## src/rtl/sfi_pkg.sv

```systemverilog
package sfi_pkg;
  localparam int IRQ_N = 5;
  localparam int CLR_N = 4;

  // interrupt bit positions (shared by raw, mask and masked)
  localparam int IB_TX_THR = 0;
  localparam int IB_TX_OVF = 1;
  localparam int IB_RX_UDF = 2;
  localparam int IB_RX_OVF = 3;
  localparam int IB_RX_THR = 4;

  // clear register bits
  localparam int CB_ALL    = 0;
  localparam int CB_RX_UDF = 1;
  localparam int CB_RX_OVF = 2;
  localparam int CB_TX_OVF = 3;

  // register word addresses
  localparam logic [3:0] A_CTRL   = 4'd0;
  localparam logic [3:0] A_TXD    = 4'd1;
  localparam logic [3:0] A_RXD    = 4'd2;
  localparam logic [3:0] A_TXTHR  = 4'd3;
  localparam logic [3:0] A_RXTHR  = 4'd4;
  localparam logic [3:0] A_TXLVL  = 4'd5;
  localparam logic [3:0] A_RXLVL  = 4'd6;
  localparam logic [3:0] A_STAT   = 4'd7;
  localparam logic [3:0] A_MASK   = 4'd8;
  localparam logic [3:0] A_RAW    = 4'd9;
  localparam logic [3:0] A_MSKD   = 4'd10;
  localparam logic [3:0] A_CLR    = 4'd11;
  localparam logic [3:0] A_DMAEN  = 4'd12;
  localparam logic [3:0] A_DTXLVL = 4'd13;
  localparam logic [3:0] A_DRXLVL = 4'd14;
endpackage

```

## src/rtl/sfi_fifo.sv

```systemverilog
module sfi_fifo #(
  parameter int W     = 16,
  parameter int DEPTH = 16,
  localparam int AW   = $clog2(DEPTH),
  localparam int CW   = AW + 1
) (
  input  logic          clk,
  input  logic          rst,
  input  logic          flush,
  input  logic          push,
  input  logic [W-1:0]  push_data,
  input  logic          pop,
  output logic [W-1:0]  pop_data,
  output logic [CW-1:0] level,
  output logic          full,
  output logic          empty,
  output logic          push_drop,
  output logic          pop_miss
);
  logic [W-1:0]  mem [DEPTH];
  logic [AW-1:0] wptr, rptr;
  logic [CW-1:0] count;
  logic          push_ok, pop_ok;

  assign full      = (count == CW'(DEPTH));
  assign empty     = (count == '0);
  assign push_ok   = push & ~full;
  assign pop_ok    = pop & ~empty;
  assign push_drop = push & full;
  assign pop_miss  = pop & empty;
  assign level     = count;
  assign pop_data  = mem[rptr];

  // storage without reset so it maps onto RAM
  always_ff @(posedge clk) begin
    if (push_ok) mem[wptr] <= push_data;
  end

  always_ff @(posedge clk) begin
    if (rst || flush) begin
      wptr  <= '0;
      rptr  <= '0;
      count <= '0;
    end else begin
      if (push_ok) wptr <= (wptr == AW'(DEPTH - 1)) ? '0 : wptr + AW'(1);
      if (pop_ok)  rptr <= (rptr == AW'(DEPTH - 1)) ? '0 : rptr + AW'(1);
      count <= count + CW'(push_ok) - CW'(pop_ok);
    end
  end

  a_r3_no_overflow: assert property (@(posedge clk) disable iff (rst)
    count <= CW'(DEPTH));
  a_r3_drop_keeps_level: assert property (@(posedge clk) disable iff (rst)
    (push && full && !pop && !flush) |=> (level == $past(level)));
  a_r5_miss_keeps_empty: assert property (@(posedge clk) disable iff (rst)
    (pop && empty && !push && !flush) |=> empty);
  a_r11_flush_empties: assert property (@(posedge clk) disable iff (rst)
    flush |=> empty);
endmodule

```

## src/rtl/sfi_events.sv

```systemverilog
module sfi_events
  import sfi_pkg::*;
(
  input  logic             clk,
  input  logic             rst,
  input  logic             tx_thr_hit,
  input  logic             rx_thr_hit,
  input  logic             tx_ovf,
  input  logic             rx_udf,
  input  logic             rx_ovf,
  input  logic [CLR_N-1:0] clr,
  input  logic [IRQ_N-1:0] mask,
  output logic [IRQ_N-1:0] raw_now,
  output logic [IRQ_N-1:0] raw_q,
  output logic [IRQ_N-1:0] masked_q,
  output logic             irq_q
);
  logic [IB_RX_OVF:IB_TX_OVF] ev_set, ev_clr, sticky_q;

  assign ev_set[IB_TX_OVF] = tx_ovf;
  assign ev_set[IB_RX_UDF] = rx_udf;
  assign ev_set[IB_RX_OVF] = rx_ovf;

  assign ev_clr[IB_TX_OVF] = clr[CB_ALL] | clr[CB_TX_OVF];
  assign ev_clr[IB_RX_UDF] = clr[CB_ALL] | clr[CB_RX_UDF];
  assign ev_clr[IB_RX_OVF] = clr[CB_ALL] | clr[CB_RX_OVF];

  // latched events: a new event beats a clear in the same cycle
  for (genvar i = IB_TX_OVF; i <= IB_RX_OVF; i++) begin : g_sticky
    always_ff @(posedge clk) begin
      if (rst)               sticky_q[i] <= 1'b0;
      else if (ev_set[i])    sticky_q[i] <= 1'b1;
      else if (ev_clr[i])    sticky_q[i] <= 1'b0;
    end

    a_r8_set_wins: assert property (@(posedge clk) disable iff (rst)
      ev_set[i] |=> ##1 raw_q[i]);
  end

  always_comb begin
    raw_now                        = '0;
    raw_now[IB_TX_THR]             = tx_thr_hit;
    raw_now[IB_RX_THR]             = rx_thr_hit;
    raw_now[IB_RX_OVF:IB_TX_OVF]   = sticky_q;
  end

  always_ff @(posedge clk) begin
    if (rst) begin
      raw_q    <= '0;
      masked_q <= '0;
      irq_q    <= 1'b0;
    end else begin
      raw_q    <= raw_now;
      masked_q <= raw_now & mask;
      irq_q    <= |(raw_now & mask);
    end
  end

  a_r8_clear_all: assert property (@(posedge clk) disable iff (rst)
    (clr[CB_ALL] && !tx_ovf && !rx_udf && !rx_ovf) |=> ##1 (raw_q[IB_RX_OVF:IB_TX_OVF] == '0));
  a_r9_irq_is_or: assert property (@(posedge clk) disable iff (rst)
    irq_q == |masked_q);
  a_r9_masked_in_raw: assert property (@(posedge clk) disable iff (rst)
    (masked_q & ~raw_q) == '0);
endmodule

```

## src/rtl/sfi_lvl_cmp.sv

```systemverilog
module sfi_lvl_cmp #(
  parameter int LW    = 5,
  parameter int TW    = 4,
  parameter bit ABOVE = 1'b0
) (
  input  logic          clk,
  input  logic          rst,
  input  logic          en,
  input  logic [LW-1:0] level,
  input  logic [TW-1:0] thr,
  output logic          req
);
  logic hit;

  // ABOVE picks "level exceeds thr", otherwise "level at or below thr"
  if (ABOVE) begin : g_above
    assign hit = level > LW'(thr);
  end else begin : g_below
    assign hit = level <= LW'(thr);
  end

  always_ff @(posedge clk) begin
    if (rst) req <= 1'b0;
    else     req <= en & hit;
  end

  a_r10_req_needs_en: assert property (@(posedge clk) disable iff (rst)
    req |-> $past(en));
endmodule

```

## src/rtl/spi_fifo_irq.sv

```systemverilog
module spi_fifo_irq
  import sfi_pkg::*;
#(
  parameter int W     = 16,
  parameter int DEPTH = 16,
  parameter int BUS_W = 32,
  localparam int AW   = $clog2(DEPTH),
  localparam int CW   = AW + 1
) (
  input  logic             clk,
  input  logic             rst,
  input  logic             bus_wr,
  input  logic             bus_rd,
  input  logic [3:0]       bus_addr,
  input  logic [BUS_W-1:0] bus_wdata,
  output logic [BUS_W-1:0] bus_rdata,
  input  logic             eng_busy,
  input  logic             eng_tx_pop,
  output logic [W-1:0]     eng_tx_data,
  output logic             eng_tx_avail,
  input  logic             eng_rx_push,
  input  logic [W-1:0]     eng_rx_data,
  output logic [IRQ_N-1:0] irq_raw,
  output logic [IRQ_N-1:0] irq_masked,
  output logic             irq,
  output logic             dma_tx_req,
  output logic             dma_rx_req
);
  logic             en_q;
  logic [AW-1:0]    tx_thr_q, rx_thr_q, dma_tx_lvl_q, dma_rx_lvl_q;
  logic [IRQ_N-1:0] mask_q;
  logic [1:0]       dma_en_q;
  logic [BUS_W-1:0] rdata_q, rd_mux;

  logic             wr_txd, rd_rxd, wr_clr;
  logic             tx_push, tx_pop, rx_push, rx_pop, flush;
  logic [CW-1:0]    tx_lvl, rx_lvl;
  logic             tx_full, tx_empty, rx_full, rx_empty;
  logic             tx_ovf_ev, rx_ovf_ev, rx_udf_ev, tx_pop_miss_unused;
  logic [W-1:0]     rx_head;
  logic [CLR_N-1:0] clr_bits;
  logic [IRQ_N-1:0] raw_now;
  logic [4:0]       status;
  logic             tx_thr_hit, rx_thr_hit;
  logic             unused_wdata;

  assign unused_wdata = ^bus_wdata[BUS_W-1:W];

  assign wr_txd  = bus_wr && (bus_addr == A_TXD);
  assign rd_rxd  = bus_rd && (bus_addr == A_RXD);
  assign wr_clr  = bus_wr && (bus_addr == A_CLR);

  assign flush   = ~en_q;
  assign tx_push = en_q & wr_txd;
  assign tx_pop  = en_q & eng_tx_pop;
  assign rx_push = en_q & eng_rx_push;
  assign rx_pop  = en_q & rd_rxd;

  sfi_fifo #(.W(W), .DEPTH(DEPTH)) u_txf (
    .clk       (clk),
    .rst       (rst),
    .flush     (flush),
    .push      (tx_push),
    .push_data (bus_wdata[W-1:0]),
    .pop       (tx_pop),
    .pop_data  (eng_tx_data),
    .level     (tx_lvl),
    .full      (tx_full),
    .empty     (tx_empty),
    .push_drop (tx_ovf_ev),
    .pop_miss  (tx_pop_miss_unused)
  );

  sfi_fifo #(.W(W), .DEPTH(DEPTH)) u_rxf (
    .clk       (clk),
    .rst       (rst),
    .flush     (flush),
    .push      (rx_push),
    .push_data (eng_rx_data),
    .pop       (rx_pop),
    .pop_data  (rx_head),
    .level     (rx_lvl),
    .full      (rx_full),
    .empty     (rx_empty),
    .push_drop (rx_ovf_ev),
    .pop_miss  (rx_udf_ev)
  );

  assign eng_tx_avail = en_q & ~tx_empty;

  // configuration registers
  always_ff @(posedge clk) begin
    if (rst) begin
      en_q         <= 1'b0;
      tx_thr_q     <= '0;
      rx_thr_q     <= '0;
      mask_q       <= '0;
      dma_en_q     <= '0;
      dma_tx_lvl_q <= '0;
      dma_rx_lvl_q <= '0;
    end else if (bus_wr) begin
      case (bus_addr)
        A_CTRL:   en_q         <= bus_wdata[0];
        A_TXTHR:  tx_thr_q     <= bus_wdata[AW-1:0];
        A_RXTHR:  rx_thr_q     <= bus_wdata[AW-1:0];
        A_MASK:   mask_q       <= bus_wdata[IRQ_N-1:0];
        A_DMAEN:  dma_en_q     <= bus_wdata[1:0];
        A_DTXLVL: dma_tx_lvl_q <= bus_wdata[AW-1:0];
        A_DRXLVL: dma_rx_lvl_q <= bus_wdata[AW-1:0];
        default:  ;
      endcase
    end
  end

  assign clr_bits   = wr_clr ? bus_wdata[CLR_N-1:0] : '0;
  assign tx_thr_hit = en_q & (tx_lvl <= CW'(tx_thr_q));
  assign rx_thr_hit = en_q & (rx_lvl >  CW'(rx_thr_q));

  sfi_events u_ev (
    .clk        (clk),
    .rst        (rst),
    .tx_thr_hit (tx_thr_hit),
    .rx_thr_hit (rx_thr_hit),
    .tx_ovf     (tx_ovf_ev),
    .rx_udf     (rx_udf_ev),
    .rx_ovf     (rx_ovf_ev),
    .clr        (clr_bits),
    .mask       (mask_q),
    .raw_now    (raw_now),
    .raw_q      (irq_raw),
    .masked_q   (irq_masked),
    .irq_q      (irq)
  );

  sfi_lvl_cmp #(.LW(CW), .TW(AW), .ABOVE(1'b0)) u_dma_tx (
    .clk   (clk),
    .rst   (rst),
    .en    (en_q & dma_en_q[1]),
    .level (tx_lvl),
    .thr   (dma_tx_lvl_q),
    .req   (dma_tx_req)
  );

  sfi_lvl_cmp #(.LW(CW), .TW(AW), .ABOVE(1'b1)) u_dma_rx (
    .clk   (clk),
    .rst   (rst),
    .en    (en_q & dma_en_q[0]),
    .level (rx_lvl),
    .thr   (dma_rx_lvl_q),
    .req   (dma_rx_req)
  );

  // status: {rx full, rx empty, tx empty, tx full, busy}
  assign status = {rx_full, rx_empty, tx_empty, tx_full,
                   en_q & (eng_busy | ~tx_empty)};

  always_comb begin
    case (bus_addr)
      A_CTRL:   rd_mux = BUS_W'(en_q);
      A_RXD:    rd_mux = rx_empty ? '0 : BUS_W'(rx_head);
      A_TXTHR:  rd_mux = BUS_W'(tx_thr_q);
      A_RXTHR:  rd_mux = BUS_W'(rx_thr_q);
      A_TXLVL:  rd_mux = BUS_W'(tx_lvl);
      A_RXLVL:  rd_mux = BUS_W'(rx_lvl);
      A_STAT:   rd_mux = BUS_W'(status);
      A_MASK:   rd_mux = BUS_W'(mask_q);
      A_RAW:    rd_mux = BUS_W'(raw_now);
      A_MSKD:   rd_mux = BUS_W'(raw_now & mask_q);
      A_DMAEN:  rd_mux = BUS_W'(dma_en_q);
      A_DTXLVL: rd_mux = BUS_W'(dma_tx_lvl_q);
      A_DRXLVL: rd_mux = BUS_W'(dma_rx_lvl_q);
      default:  rd_mux = '0;
    endcase
  end

  always_ff @(posedge clk) begin
    if (rst)         rdata_q <= '0;
    else if (bus_rd) rdata_q <= rd_mux;
  end

  assign bus_rdata = rdata_q;

  a_r11_disabled_quiet: assert property (@(posedge clk) disable iff (rst)
    !en_q |=> (tx_lvl == '0 && rx_lvl == '0));
  a_r12_busy_needs_en: assert property (@(posedge clk) disable iff (rst)
    status[0] |-> en_q);
  a_r2_avail_has_data: assert property (@(posedge clk) disable iff (rst)
    eng_tx_avail |-> (tx_lvl != '0));
endmodule

```

## config.mk

```make
export PLATFORM = sky130hd
export DESIGN_NAME = spi_fifo_irq
export DESIGN_NICKNAME = d
export VERILOG_FILES = /design/src/rtl/sfi_pkg.sv /design/src/rtl/sfi_fifo.sv /design/src/rtl/sfi_events.sv /design/src/rtl/sfi_lvl_cmp.sv /design/src/rtl/spi_fifo_irq.sv
export SDC_FILE = /design/constraint.sdc
export NUM_CORES = 1
export LEC_CHECK = 0
export BUFFER_PORTS_ARGS = -buffer_cell sky130_fd_sc_hd__buf_4
export CAP_MARGIN = 15
export CORE_ASPECT_RATIO = 0.5
export CORE_MARGIN = 2
export CORE_UTILIZATION = 55
export DETAILED_ROUTE_END_ITERATION = 7
export GPL_TIMING_DRIVEN = 0
export PLACE_DENSITY = 0.73
export SYNTH_ARGS = -nofsm -noshare
export SYNTH_HDL_FRONTEND = slang
export SYNTH_SLANG_ARGS = --single-unit
```

## constraint.sdc

```tcl
create_clock -name clk -period 7.85 [get_ports clk]
set_input_delay 0.785 -clock clk [delete_from_list [all_inputs] [get_ports clk]]
set_output_delay 0.785 -clock clk [all_outputs]
set_load 0.05 [all_outputs]
```

# ---- After elaboration in Yosys (flattened, before gate mapping)
# Memories as Yosys holds them, arrays and structs flattened. A register that Yosys moved wholly into a read port is not among the register bits.
# Index checks and enable logic that the tools add are counted.
dict set report classes {
  order_cmp 4
  reduce_logical 18
  n_mux 21
  eq_ne 20
  n_addsub 8
  div 0
  n_bitwise 30
  n_mul 0
  shifts 0
}
# op n
set op_table {}
lappend op_table {{$pmux 16 s13} 1}
lappend op_table {{$eq 4x4->1 const B} 11}
lappend op_table {{$mux 4} 9}
lappend op_table {{$and 1x1->1} 19}
lappend op_table {{$add 4x1->4 const B} 4}
lappend op_table {{$eq 4x3->1 const B} 4}
lappend op_table {{$mux 16} 1}
lappend op_table {{$reduce_and 2->1} 7}
lappend op_table {{$add 5x1->5} 2}
lappend op_table {{$and 5x5->5} 2}
lappend op_table {{$eq 5x5->1 const B} 2}
lappend op_table {{$gt 5x4->1} 2}
lappend op_table {{$le 5x4->1} 2}
lappend op_table {{$logic_not 5->1} 2}
lappend op_table {{$mux 1} 10}
lappend op_table {{$sub 5x1->5} 2}
lappend op_table {{$eq 4x2->1 const B} 2}
lappend op_table {{$reduce_bool 2->1} 3}
lappend op_table {{$not 1->1} 5}
lappend op_table {{$reduce_or 5->1} 1}
lappend op_table {{$eq 4x1->1 const B} 1}
lappend op_table {{$logic_not 4->1} 1}
lappend op_table {{$or 1x1->1} 4}
lappend op_table {{$logic_and 1x1->1} 3}
lappend op_table {{$logic_or 1x1->1} 1}
dict set report totals {
  ram_bits 512
  out_inout_bits 62
  rom_bits 0
  memories 2
  ff_bits 98
  latchBits 0
  input_bits 59
  wordCells 125
}
# name words word_bits rd rd_clocked_by_memory_dff wr line
set mem_list {}
lappend mem_list {u_rxf.mem 16 16 1 1 1 sfi_fifo.sv:20} ;# logic [W-1:0] mem [DEPTH];
lappend mem_list {u_txf.mem 16 16 1 1 1 sfi_fifo.sv:20}

# ---- Longest topological paths before layout
dict set report logic_depth {
  depth_word 6
  depth_mapped 16
}

# ---- Modules after synthesis
# Synthesis repeated with hierarchy kept, for this count alone.
dict set report hier_totals {
  cells_unflattened 1401
  area_unflattened_um2 24314.6
}
# module instances area_per_inst_um2 cells_each seq_area_each_um2
set modules_own_cells {}
lappend modules_own_cells {{sfi_fifo (u_txf)} 1 10550.1 514 8027.7}
lappend modules_own_cells {{sfi_fifo (u_rxf)} 1 10543.9 513 8027.7}
lappend modules_own_cells {spi_fifo_irq 1 2494.9 302 800.8}
lappend modules_own_cells {sfi_events 1 445.4 38 280.3}
lappend modules_own_cells {{sfi_lvl_cmp (u_dma_tx)} 1 143.9 18 20.0}
lappend modules_own_cells {{sfi_lvl_cmp (u_dma_rx)} 1 136.4 16 20.0}

# ---- Least setup slack after synthesis
# Ideal clock, no wire load.
dict set report synth_path {
  kind {input port to flip-flop}
  from {input bus_addr[0]}
  to {memory u_txf.mem[3][0] (enable)}
  cell_stages 6
  path_slack_ps 4522
  required_ps 7441
  arrival_time_ps 2919
  path_buffers 1
  setup_time_ps 409
  cell_sequence {buf_2 nor2b_2 nand4_1 nor2_2 nand2_1 nor3_1}
}
dict set report synth_between {
  elab_chain_cells 6
}
# element line
set synth_lines {}
lappend synth_lines {{from (decl)} spi_fifo_irq.sv:14} ;# input logic [3:0] bus_addr,
lappend synth_lines {{$eq 4x1->1} spi_fifo_irq.sv:49} ;# assign wr_txd = bus_wr && (bus_addr == A_TXD);
lappend synth_lines {{$logic_and 1x1->1} spi_fifo_irq.sv:49}
lappend synth_lines {{$and 1x1->1} spi_fifo_irq.sv:54} ;# assign tx_push = en_q & wr_txd;
lappend synth_lines {{$and 1x1->1} sfi_fifo.sv:27} ;# assign push_ok = push & ~full;
lappend synth_lines {{$mux 1} sfi_fifo.sv:36} ;# if (push_ok) mem[wptr] <= push_data;
lappend synth_lines {{$mux 1 (implied by the code)} sfi_fifo.sv:36}
lappend synth_lines {{to (decl)} sfi_fifo.sv:20}
# Every way passes these cells.

==> results.toml <==
[global_routing]
grt_pass1_vias = 13130
grt_pass1_wl_mm = 82.81
grt_use_total_pct = 24.63
grt_overflow = 0
grt_max_degree = 24
antenna_found_initial = 0

[clock_tree]
cts_tree = "yes"
post-cts-setup-buffers = 0
cts_buffers = 50
clkLatencyLatePin_ns = 0.58
cts.clk_slew.worst_paths_ns = 0.08
clk_path_buf_depth = 3
htree_num_levels = 2
ctsResizeCount = 0
cts-root-buf = "clkbuf_16"
cts.sinks = 602
cts_hold_repair.buffers = 0

[synth]
ys_types = 63
syn-cell-area_um2 = 24120
syn_avg_cell_area_um2 = 18.13
synthTopCellsByArea = "edfxtp_1, mux4_2, dfxtp_1, ha_1, nor2_1"
synthMostInstantiatedCell = "edfxtp_1"
ys_seq_area_share_pct = 71.23
synth-main-ff-cell = "edfxtp_1"
ys_warn_count = 0
synth-seq-cells = 602
synth_edf_count = 512
synthCells = 1330
synthArstFlopShare_pct = 0
netlist.area_leader.share_pct = 63.75
synth.largest_area_cell = "edfxtp_1"
synth_common_cells = "edfxtp_1, mux4_2, dfxtp_1"

[timing]
slew_violations = 0
max_clock_freq_ghz = 0.2505
layout_min_cycle_time_ns = 3.992
worst_pin_slew_ns = 0.9946
relSlewSlack_pct = 33.33
rsz0062_at_grt = "no"
skew_ns = 0.01492
hold_viol_final = 0
hold-worst-slack_ns = 0.4511
fin_crit_sh_pct = 50.86
setup-tns-final_ns = 0
setup_violations = 0

[placement]
hpwl_mm = 37.08
gp_congestion = 0.9045
placed_area_um2 = 26250
portBuffers = 86

[run]
drv_cap = 0

[power_and_ir_drop]
p_comb_share_pct = 2.0
pwr-share-clk_pct = 41.6
seq_power_share_pct = 56.4
p_sw_mw = 1.228
p_sw_share_pct = 19.98
vdd.ir_drop.worst_uv = 144.3
total_power_mw = 6.144
p_leak_nw = 9.078
powerDensity_nw_per_um2 = 219.9
internal_power_mw = 4.917

[cells_and_area]
nFillCells = 2946
layout-drive-gt1-share_pct = 28.31
area_delta_synth_final_pct = 15.86
fin_nets = 1617
final_area_um2 = 27940
n_antenna_cell = 0

[critical_path]
end_kind = "primary output"
critPathSlowestCell = "buf_1"
critPathKind = "reg2out"
crit_top_cell = "mux4_2"
critPathArrivalTime_ns = 3.21
cpPeakStageDelay_ns = 0.74
critPathMaxFanout = 10
path_cells = "clkbuf_1, buf_1, mux4_2, mux4_2, buf_4"
start_kind = "flop"
crit_required_ns = 7.07

[detailed_routing]
wirelength_mm = 55.56
ant_nets = 0
via_per_inst = 6.004
drc = 0
first_pass_iters = 6
routedWlPerCell_um = 25.89
vias = 12880
drt_iter0_markers = 1505

[floorplan]
io_pins = 121
die_h_um = 152.1
dieWidth_um = 300.1
die_area_um2 = 45640
core_area_um2 = 43440
start_util_pct = 55.51
rows = 54

[min_path]
hp-class = "reg2reg"

[run_status]
status = "completed"
## cell usage in the layout, fill, tap and decap left out, types with 10 or more instances in the layout
master / instances
nand3_1: 22
o21ai_1: 12
nor2_1: 52
clkinv_1: 16
a31oi_1: 11
nand4_1: 10
buf_1: 16
inv_1: 35
buf_8: 16
nor2b_1: 16
buf_4: 102
nor2_2: 27
o21ai_0: 18
edfxtp_1: 512
mux4_2: 154
mux2i_1: 26
nand2_1: 63
dfxtp_1: 90
a21oi_1: 36
conb_1: 16
clkbuf_16: 58
buf_6: 14
nand2b_1: 10
ha_1: 38
buf_2: 26
clkbuf_1: 28
## flip-flops by register name, indices dropped and copies added, names as in the netlist, 5 cells and up, named ones only
register       cells
u_rxf.mem        256
u_txf.mem        256
bus_rdata         16
mask_q             5
u_ev.masked_q      5
u_ev.raw_q         5
u_rxf.level        5
u_txf.level        5
## stage by stage
| stage | std cells | util (%) | setup WS (ns) |
|---|---|---|---|
| final | 2146 | 64.31 | 3.858 |
| after floorplan | 1345 | - | 4.522 |
| after global placement | 2019 | 58.82 | 2.732 |
| after global routing | 2146 | 64.31 | 3.718 |
| after detailed placement | 2054 | 60.42 | 4.145 |
| after CTS | 2146 | 64.31 | 3.831 |
## per-layer routing
metal | routed length (µm) | up-vias | part of all wire [%] | track usage (%)
met5 | 0 | - | 0 | 0
met4 | 1596 | 0 | 2.9 | 6.857
met3 | 3938 | 100 | 7.1 | 4.047
met2 | 28660 | 540 | 52 | 42.80
met1 | 21370 | 6621 | 38 | 32.47
li1 | - | 5623 | - | -
## power groups by stage
stage / logic (mW) / registers (mW) / clock network, mW
3_3_place_gp: 0.118 / 3.54 / 0
5_1_grt: 0.135 / 3.46 / 2.70
4_1_cts: 0.124 / 3.46 / 2.59
3_5_place_dp: 0.123 / 3.54 / 0
6_report: 0.125 / 3.46 / 2.56
2_1_floorplan: 0.0536 / 3.54 / 0
## cells by family after synthesis
logic type	synth area share (%)
other	0.01555
adder cells (fa/ha/maj)	2.138
AO/OA/AOI/OAI	3.352
AND/OR/NAND/NOR	4.861
multiplexers	15.46
buffers and inverters	2.584
XOR/XNOR	0.3632
flip-flops	71.23
## worst paths after layout
| kind | start | endpoint | slack, ns | depth (start not counted) |
|---|---|---|---|---|
| hold / removal | bus_rdata[10] | bus_rdata[10] | 0.45 | 2 |
| setup / recovery | flop | eng_tx_data[4] | 3.86 | 5 |
| setup reg to reg | u_txf.level[3] | u_txf.level[4] | 4.60 | 13 |
| hold reg to reg | bus_rdata[10] | bus_rdata[10] | 0.45 | 2 |
## critical path: cells and delay by family, from the launching register on
family / cells / cell delay, ns
multiplexers: 2 / 0.96
flip-flops: 1 / 0.31
buffers and inverters: 3 / 1.36
## layout make-up
cell class / instances / area [µm²] / area share [%]
plain buffers: 82 / 450.4 / 1.612
clock buffers: 69 / 1513 / 5.414
clock inverters: 23 / 177.7 / 0.6359
inverters: 46 / 172.7 / 0.6180
multi-input cells: 615 / 6472 / 23.17
flip-flops and latches: 602 / 17180 / 61.48
well taps: 588 / 735.7 / 2.633
repair buffers: 121 / 1242 / 4.447
Note: power is estimated with default switching activity, not from simulation.
